`src/rtl/nor_ctl_pkg.sv`:
```
package nor_ctl_pkg;

    localparam logic [2:0] OP_ID    = 3'd0;
    localparam logic [2:0] OP_STAT  = 3'd1;
    localparam logic [2:0] OP_READ  = 3'd2;
    localparam logic [2:0] OP_PROG  = 3'd3;
    localparam logic [2:0] OP_ERASE = 3'd4;

    localparam logic [7:0] CMD_WEN  = 8'h06;
    localparam logic [7:0] CMD_STAT = 8'h05;

    typedef enum logic [3:0] {
        ST_IDLE, ST_WEN, ST_GAP, ST_CMD, ST_ADDR, ST_WFETCH,
        ST_WDAT, ST_RDAT, ST_PCMD, ST_PRD, ST_DONE
    } nor_st_e;

    function automatic logic [7:0] op_code(input logic [2:0] op);
        case (op)
            OP_ID:    return 8'h9F;
            OP_STAT:  return 8'h05;
            OP_READ:  return 8'h03;
            OP_PROG:  return 8'h02;
            default:  return 8'h20;
        endcase
    endfunction

endpackage

```
`src/rtl/nor_bit_shifter.sv`:
```
module nor_bit_shifter #(
    parameter int DIV_W = 8
) (
    input  logic             clk,
    input  logic             rst_n,
    input  logic [DIV_W-1:0] div,
    input  logic             start,
    input  logic [7:0]       tx,
    input  logic             sdi,
    output logic             sck,
    output logic             sdo,
    output logic             fin,
    output logic [7:0]       rx
);
    logic             act;
    logic [DIV_W-1:0] cnt;
    logic [2:0]       bitn;
    logic [7:0]       sh;

    always_ff @(posedge clk or negedge rst_n) begin
        if (!rst_n) begin
            act  <= 1'b0;
            sck  <= 1'b0;
            cnt  <= '0;
            bitn <= '0;
            sh   <= '0;
            fin  <= 1'b0;
        end else begin
            fin <= 1'b0;
            if (start && !act) begin
                act  <= 1'b1;
                sh   <= tx;
                cnt  <= '0;
                bitn <= '0;
                sck  <= 1'b0;
            end else if (act) begin
                if (cnt == div) begin
                    cnt <= '0;
                    if (!sck) begin
                        sck <= 1'b1;
                    end else begin
                        sck  <= 1'b0;
                        sh   <= {sh[6:0], sdi};
                        bitn <= bitn + 3'd1;
                        if (bitn == 3'd7) begin
                            act <= 1'b0;
                            fin <= 1'b1;
                        end
                    end
                end else begin
                    cnt <= cnt + 1'b1;
                end
            end
        end
    end

    assign sdo = act ? sh[7] : 1'b0;
    assign rx  = sh;

endmodule

```
`src/rtl/nor_flash_ctl.sv`:
```
module nor_flash_ctl
    import nor_ctl_pkg::*;
#(
    parameter int DIV_W      = 8,
    parameter int LEN_W      = 16,
    parameter int PAGE_BYTES = 256
) (
    input  logic             clk,
    input  logic             rst_n,
    input  logic [DIV_W-1:0] clk_div,
    input  logic             req_valid,
    output logic             req_ready,
    input  logic [2:0]       req_op,
    input  logic [23:0]      req_addr,
    input  logic [LEN_W-1:0] req_len,
    input  logic [7:0]       wr_data,
    input  logic             wr_valid,
    output logic             wr_ready,
    output logic [7:0]       rd_data,
    output logic             rd_valid,
    output logic             done,
    output logic             err,
    output logic             flash_cs_n,
    output logic             flash_sck,
    output logic             flash_sdo,
    input  logic             flash_sdi,
    output logic             flash_wp_n,
    output logic             flash_rst_n
);
    localparam logic [LEN_W-1:0] PAGE_MAX = LEN_W'(PAGE_BYTES);
    localparam logic [LEN_W-1:0] LEN_ONE  = LEN_W'(1);

    nor_st_e          state, ret;
    logic [2:0]       op_q;
    logic [23:0]      addr_q;
    logic [LEN_W-1:0] left;
    logic [1:0]       aidx;
    logic [7:0]       tx_q;
    logic             kick;
    logic [DIV_W-1:0] gcnt;
    logic             sh_fin;
    logic [7:0]       sh_rx;
    logic             bad;

    nor_bit_shifter #(.DIV_W(DIV_W)) u_shift (
        .clk(clk), .rst_n(rst_n), .div(clk_div), .start(kick), .tx(tx_q),
        .sdi(flash_sdi), .sck(flash_sck), .sdo(flash_sdo), .fin(sh_fin), .rx(sh_rx)
    );

    assign bad = (req_op > OP_ERASE)
              || ((req_op == OP_READ || req_op == OP_PROG) && req_len == '0)
              || (req_op == OP_PROG && req_len > PAGE_MAX);

    always_ff @(posedge clk or negedge rst_n) begin
        if (!rst_n) begin
            state    <= ST_IDLE;
            ret      <= ST_IDLE;
            op_q     <= '0;
            addr_q   <= '0;
            left     <= '0;
            aidx     <= '0;
            tx_q     <= '0;
            kick     <= 1'b0;
            gcnt     <= '0;
            rd_data  <= '0;
            rd_valid <= 1'b0;
            done     <= 1'b0;
            err      <= 1'b0;
        end else begin
            kick     <= 1'b0;
            rd_valid <= 1'b0;
            done     <= 1'b0;
            err      <= 1'b0;
            unique case (state)
                ST_IDLE: if (req_valid) begin
                    op_q   <= req_op;
                    addr_q <= req_addr;
                    left   <= req_len;
                    if (bad) begin
                        done <= 1'b1;
                        err  <= 1'b1;
                    end else if (req_op == OP_PROG || req_op == OP_ERASE) begin
                        state <= ST_WEN;
                        tx_q  <= CMD_WEN;
                        kick  <= 1'b1;
                    end else begin
                        state <= ST_CMD;
                        tx_q  <= op_code(req_op);
                        kick  <= 1'b1;
                    end
                end
                ST_WEN: if (sh_fin) begin
                    state <= ST_GAP;
                    ret   <= ST_CMD;
                    tx_q  <= op_code(op_q);
                    gcnt  <= '0;
                end
                ST_GAP: begin
                    if (gcnt == clk_div) begin
                        state <= ret;
                        kick  <= (ret != ST_DONE);
                    end else begin
                        gcnt <= gcnt + 1'b1;
                    end
                end
                ST_CMD: if (sh_fin) begin
                    kick <= 1'b1;
                    if (op_q == OP_ID || op_q == OP_STAT) begin
                        state <= ST_RDAT;
                        tx_q  <= '0;
                        left  <= (op_q == OP_ID) ? LEN_W'(3) : LEN_ONE;
                    end else begin
                        state <= ST_ADDR;
                        aidx  <= 2'd2;
                        tx_q  <= addr_q[23:16];
                    end
                end
                ST_ADDR: if (sh_fin) begin
                    if (aidx != 2'd0) begin
                        aidx <= aidx - 2'd1;
                        tx_q <= (aidx == 2'd2) ? addr_q[15:8] : addr_q[7:0];
                        kick <= 1'b1;
                    end else if (op_q == OP_READ) begin
                        state <= ST_RDAT;
                        tx_q  <= '0;
                        kick  <= 1'b1;
                    end else if (op_q == OP_PROG) begin
                        state <= ST_WFETCH;
                    end else begin
                        state <= ST_GAP;
                        ret   <= ST_PCMD;
                        tx_q  <= CMD_STAT;
                        gcnt  <= '0;
                    end
                end
                ST_WFETCH: if (wr_valid) begin
                    tx_q  <= wr_data;
                    kick  <= 1'b1;
                    state <= ST_WDAT;
                end
                ST_WDAT: if (sh_fin) begin
                    left <= left - 1'b1;
                    if (left == LEN_ONE) begin
                        state <= ST_GAP;
                        ret   <= ST_PCMD;
                        tx_q  <= CMD_STAT;
                        gcnt  <= '0;
                    end else begin
                        state <= ST_WFETCH;
                    end
                end
                ST_RDAT: if (sh_fin) begin
                    rd_data  <= sh_rx;
                    rd_valid <= 1'b1;
                    left     <= left - 1'b1;
                    if (left == LEN_ONE) begin
                        state <= ST_GAP;
                        ret   <= ST_DONE;
                        gcnt  <= '0;
                    end else begin
                        tx_q <= '0;
                        kick <= 1'b1;
                    end
                end
                ST_PCMD: if (sh_fin) begin
                    state <= ST_PRD;
                    tx_q  <= '0;
                    kick  <= 1'b1;
                end
                ST_PRD: if (sh_fin) begin
                    state <= ST_GAP;
                    gcnt  <= '0;
                    if (sh_rx[0]) begin
                        ret  <= ST_PCMD;
                        tx_q <= CMD_STAT;
                    end else begin
                        ret <= ST_DONE;
                    end
                end
                ST_DONE: begin
                    done  <= 1'b1;
                    state <= ST_IDLE;
                end
                default: state <= ST_IDLE;
            endcase
        end
    end

    always_comb begin
        req_ready   = (state == ST_IDLE);
        wr_ready    = (state == ST_WFETCH);
        flash_cs_n  = (state == ST_IDLE) || (state == ST_GAP) || (state == ST_DONE);
        flash_wp_n  = 1'b1;
        flash_rst_n = 1'b1;
    end

endmodule

```
`config.mk`:
```
export PLATFORM = sky130hd
export DESIGN_NAME = nor_flash_ctl
export DESIGN_NICKNAME = d
export VERILOG_FILES = /design/src/rtl/nor_ctl_pkg.sv /design/src/rtl/nor_bit_shifter.sv /design/src/rtl/nor_flash_ctl.sv
export SDC_FILE = /design/constraint.sdc
export NUM_CORES = 1
export LEC_CHECK = 0
export BUFFER_PORTS_ARGS = -buffer_cell sky130_fd_sc_hd__buf_2
export CORE_MARGIN = 2
export CORE_UTILIZATION = 63
export CTS_CLUSTER_DIAMETER = 100
export CTS_CLUSTER_SIZE = 14
export DETAILED_ROUTE_END_ITERATION = 10
export GPL_TIMING_DRIVEN = 1
export PLACE_DENSITY = 0.86
export SETUP_SLACK_MARGIN = 0.2
export SYNTH_ARGS = -nofsm -noshare
export SYNTH_HDL_FRONTEND = slang
export SYNTH_HIERARCHICAL = 1
export SYNTH_SLANG_ARGS = --single-unit
```
`constraint.sdc`:
```
create_clock -name clk -period 3.84 [get_ports clk]
set_input_delay 0.384 -clock clk [delete_from_list [all_inputs] [get_ports clk]]
set_output_delay 0.384 -clock clk [all_outputs]
set_load 0.1 [all_outputs]
```
### Word level (Yosys, flattened, before mapping)

Cells that the tools add are included.

* register bits: 103
* bits of input ports: 64
* output and inout port bits: 18
* logic and storage cells: 225

* $add $sub $neg: 5
* order comparisons: 2
* equality and inequality tests: 49
* muxes and demuxes: 113
* reduce and logical (&&, ||, !) cells: 37

Operators with widths (number)
* 2-to-1 mux 8 bit: 33
* one-hot mux 8 bit (4 select lines): 3
* 2-to-1 mux 4 bit: 22
* one-hot mux 8 bit (9 select lines): 1
* 2-to-1 mux 16 bit: 4
* one-hot mux 16 bit (3 select lines): 1
* one-hot mux 4 bit (9 select lines): 1
* 2-to-1 mux 1 bit: 29
* inequality test 2 bit (second input constant): 14
* inequality test 2 x 1 -> 1 bit (second input constant): 11
* 2-to-1 mux 3 bit: 7
* one-hot mux 4 bit (5 select lines): 1
* adder 8 x 1 -> 8 bit (second input constant): 2
* == test 16 x 1 -> 1 bit (second input constant): 1
* == test 4 x 3 -> 1 bit (second input constant): 4
* == test 8 bit: 2
* greater-than comparator 16 x 9 -> 1 bit (second input constant): 1
* zero test 16 bit: 1
* 2-to-1 mux 2 bit: 8
* subtractor 16 x 1 -> 16 bit (second input constant): 1
* AND reduction 15 bit: 1
* == test 3 x 2 -> 1 bit (second input constant): 4
* == test 4 bit (second input constant): 3
* AND reduction 12 bit: 1
* other kinds (28): 50

### Logic depth before layout (Yosys ltp)

* depth in word-level cells: 8
* gate-level depth with buffers: 10
* gate-level depth less buffers: 8

### Modules after synthesis

Netlist, hierarchy kept.

Modules (own cells, without submodules)
* nor_flash_ctl: instances 1, cells each 499, area each 4747.1 um2, sequential area each 2001.9 um2
* nor_bit_shifter: instances 1, cells each 136, area each 1268.7 um2, sequential area each 550.5 um2

### Worst setup path before layout

No wires, ideal clock.

* kind: flip-flop to flip-flop
* from: register state[3]
* to: register tx_q[0]
* library setup time: 0.125 ns
* data arrival time: 3.549 ns
* required time: 3.715 ns
* path slack: 0.166 ns
* cell stages (with the launch flop): 7
* path buffers: 1
* clock period less this slack: 3.674 ns
* cells stage by stage: dfrtp_1 > clkbuf_1 > nor4_2 > o2111a_1 > a31oi_1 > o211ai_2 > mux2_2

* longest elaborated chain between the ends: 3
* elaborated cells on any way between the ends: 26
* classes of those cells: eq/ne (22); mux (1); reduce/logical (3)

Ends and longest elaborated chain
* start, declared: line nor_flash_ctl.sv:33 `nor_st_e state, ret;`
* start signal, assigned: line nor_flash_ctl.sv:100 `state <= ret;`
* zero test 4 bit *
* net req_ready: line nor_flash_ctl.sv:12 `output logic req_ready,`
* nonzero test 9 bit (no source line) / inequality test 2 bit (equally long branches)
* AND reduction 15 bit (no source line)
* end signal, assigned: line nor_flash_ctl.sv:88 `tx_q <= op_code(req_op);`
* end signal, assigned: line nor_flash_ctl.sv:95 `tx_q <= op_code(op_q);`
* end signal, assigned: line nor_flash_ctl.sv:115 `tx_q <= addr_q[23:16];`
* end, declared: line nor_flash_ctl.sv:38 `logic [7:0] tx_q;`

Mark *: on every way through the listed nets, which the timed path passes. The rest lies on a longest branch.
A chain may end at the register's enable or synchronous reset.

### Final worst setup path

* from: register state[3]
* to: register left[0]

* longest elaborated chain between the ends: 4
* elaborated cells on any way between the ends: 12
* classes of those cells: eq/ne (7); mux (1); reduce/logical (4)

Ends and longest elaborated chain
* == test 4 x 3 -> 1 bit: line nor_flash_ctl.sv:74 `unique case (state)`
* OR reduction 2 bit (no source line)
* inequality test 2 x 1 -> 1 bit (no source line) / nonzero test 3 bit (equally long branches)
* AND reduction 5 bit (no source line)
* end signal, assigned: line nor_flash_ctl.sv:78 `left <= req_len;`
* end signal, assigned: line nor_flash_ctl.sv:111 `left <= (op_q == OP_ID) ? LEN_W'(3) : LEN_ONE;`
* end signal, assigned: line nor_flash_ctl.sv:142 `left <= left - 1'b1;`
* end, declared: line nor_flash_ctl.sv:36 `logic [LEN_W-1:0] left;`

Parallel ways exist; a longest one is shown, timed or not.

==> impl_metrics.toml <==
[route]
first_iter_violations = 638
drt_wl_total_um = 15600
wl_per_cell_um = 18.8
dr.pass1.iters = 5
via_per_inst = 6.52
drc = 0
vias = 5429
ant_nets = 0

[sta]
hold_viol = 0
setup_violations = 0
worst_slew_margin_rel_pct = 26.2
rsz0062_at_grt = "no"
tightest_slew_ns = 1.10
drv_slew = 0
fin_crit_sh_pct = 76.3
period_minus_slack_ns = 2.93
tns_ns = 0
fmax_ghz = 0.341
skew_ns = 0.0101

[pwr]
p_leak_nw = 2.87
ir_drop_mv = 0.468
power.density_nw_per_um2 = 777
power_mw = 5.22

[global_route]
met2_usage_pct = 48.8
grt_max_degree = 61
antenna_found_initial = 0
grt.busiest_layer = "met2"
first_global_vias = 5230
use_met1_pct = 42.9
grt_pass1_wl_um = 25600
track_usage_pct = 31.7
globalRouteMet3Util_pct = 7.25
overflow = 0

[synthesis]
syn_inst = 635
syn_area_um2 = 6020
synth_area_leaders = "dfrtp_1 42%, mux2_2 9.4%, o21ai_0 4.9%, nand2_1 3.4%, nor2_1 2.9%"
ys_seq_elements = 102
yosys.area.top_type = "dfrtp_1"
yosysWarnings = 6
synthMuxAreaShare_pct = 10.0
yosys_most_used_dff = "dfrtp_1"
async_flop_share_pct = 100
syn_avg_cell_area_um2 = 9.47
netlist.area_leader.share_pct = 42.4
synth_top_family_by_area = "compound AO/OA/AOI/OAI gates"
synth_xor_area_share_pct = 2.77
synth_compound_area_share_pct = 20.9
yosys.area_share.simple_pct = 18.1
synth_fa_ha_area_share_pct = 1.66
synth_cell_types = 74
synth_edf_count = 0
ys_seq_area_share_pct = 42.4

[cells_and_area]
areaGrowthSynthToFinish_pct = 11.6
num_antenna_cells = 0
final_common_cell = "dfrtp_1"
layout_common_cells = "102 x dfrtp_1, 78 x buf_2, 59 x o21ai_0"
nets = 771
drive_gt1_share_pct = 24.7
fillCellCount = 717

[clocking]
clock-root-buffer = "clkbuf_8"
clk_latency_ns = 0.38
clk_pin_slew_ns = 0.11
clkSinkCount = 102
cts.hold.buffers_added = 0
clockBufferDepth = 2
cts_tree = "yes"
ctsHtreeMaxLevel = 3
post_cts_resized = 0
cts_buffers = 9
cts_setup_buffers = 0

[setup_path]
end_kind = "flop"
worstSetupStartpointType = "flop"
worstPathRequired_ns = 4.14
critPathMaxFanout = 29
arrival_ns = 3.23
timing.setup.critical_path_class = "reg -> reg"

[run_status]
status = "complete, no violations"

[floorplanning]
fp.coreArea_um2 = 9240
die_w_um = 102
ioPinCount = 82
initial_utilization_pct = 65.1
die_height_um = 102
fp-row-count = 35
dieArea_um2 = 10300

[min_path]
hold_path.class = "in -> async"

[place]
place_congestion = 1.05
io_buffers = 79
hpwlAfterDp_um = 11600

[run]
max_cap_violations = 0
==> critical path, stage by stage (launching register included) <==
cell and delay [ns]:
dfrtp_1 0.96, nand2b_1 0.37, nor2_1 0.07, buf_4 0.18, o21ai_0 0.24, a21o_1 0.64, a2111oi_0 0.24, a21oi_1 0.15
==> power breakdown <==
part | total [mW] | internal, mW | switching (mW)
Clock | 0.737 | 0.319 | 0.418
Sequential | 1.90 | 1.48 | 0.422
Combinational | 2.58 | 0.999 | 1.58
==> registers in the layout (all words and copies together) (netlist names) <==
register,flops
addr_q,24
aidx,2
done,1
err,1
gcnt,8
kick,1
left,16
op_q,3
rd_data,8
rd_valid,1
ret,3
state,4
tx_q,8
u_shift/act,1
u_shift/bitn,3
u_shift/cnt,8
u_shift/fin,1
u_shift/rx,8
u_shift/sck,1
==> area by class of cell <==
cell class / instances / area (um2) / area share (%)
Multi-Input combinational cell: 478 / 3230 / 48.2
Sequential cell: 102 / 2550 / 38.0
Inverter: 17 / 63.8 / 0.951
Tap cell: 129 / 161 / 2.40
Clock buffer: 9 / 124 / 1.85
Clock inverter: 7 / 88.8 / 1.32
Timing Repair Buffer: 91 / 488 / 7.27
==> cell families (layout without fill, tap and decap cells) <==
kind of cell / Yosys count / after routing
adders and majority gates: 8 / 8
xor gates and xnor gates: 19 / 19
AOI/OAI and AO/OA: 189 / 189
other: 1 / 2
buffers and inverters: 56 / 124
DFF: 102 / 102
and+or+nand+nor: 206 / 206
muxes: 54 / 54
==> final timing paths <==
check / from / cells past startpoint / end / slack, ns
max reg2reg: state[3]$_DFFE_PN0P_ / 7 / left[0]$_DFFE_PN0P_ / 0.91
min: rst_n / 1 / rd_data[2]$_DFFE_PN0P_ / 0.07
min in group clk: req_addr[2] / 2 / addr_q[2]$_DFFE_PN0P_ / 0.23
min reg2reg: aidx[0]$_DFFE_PN0P_ / 1 / aidx[0]$_DFFE_PN0P_ / 0.48
max in group asynchronous: rst_n / 2 / addr_q[3]$_DFFE_PN0P_ / 2.97
max: state[3]$_DFFE_PN0P_ / 7 / left[0]$_DFFE_PN0P_ / 0.91
==> per-layer routing <==
metal	wire [um]	share of wire (%)
met2	7420	47
met5	0	0
met3	1360	8.7
met4	608	3.9
met1	6250	40
==> cell usage after synthesis, types with 11 or more instances <==
cell type    n
dfrtp_1    102
o21ai_0     59
nand2_1     54
mux2_2      50
nor2_1      47
a21oi_1     32
clkbuf_1    26
nor3_1      18
inv_1       16
a31oi_1     15
nand3_1     11
nand4_1     11
==> stage by stage <==
step,hold WS [ns],utilization [%],area [um2],setup slack (ns),cells
finish,0.0669,72.6,6710,0.910,833
global route,0.135,72.6,6710,0.633,833
CTS,0.0939,72.6,6710,0.964,833
detailed placement,0.465,70.3,6500,0.974,817
global placement,0.454,70.3,6500,1.14,817
floorplan,0.0884,-,6030,0.263,636
Power figures use the tool's default switching activity.
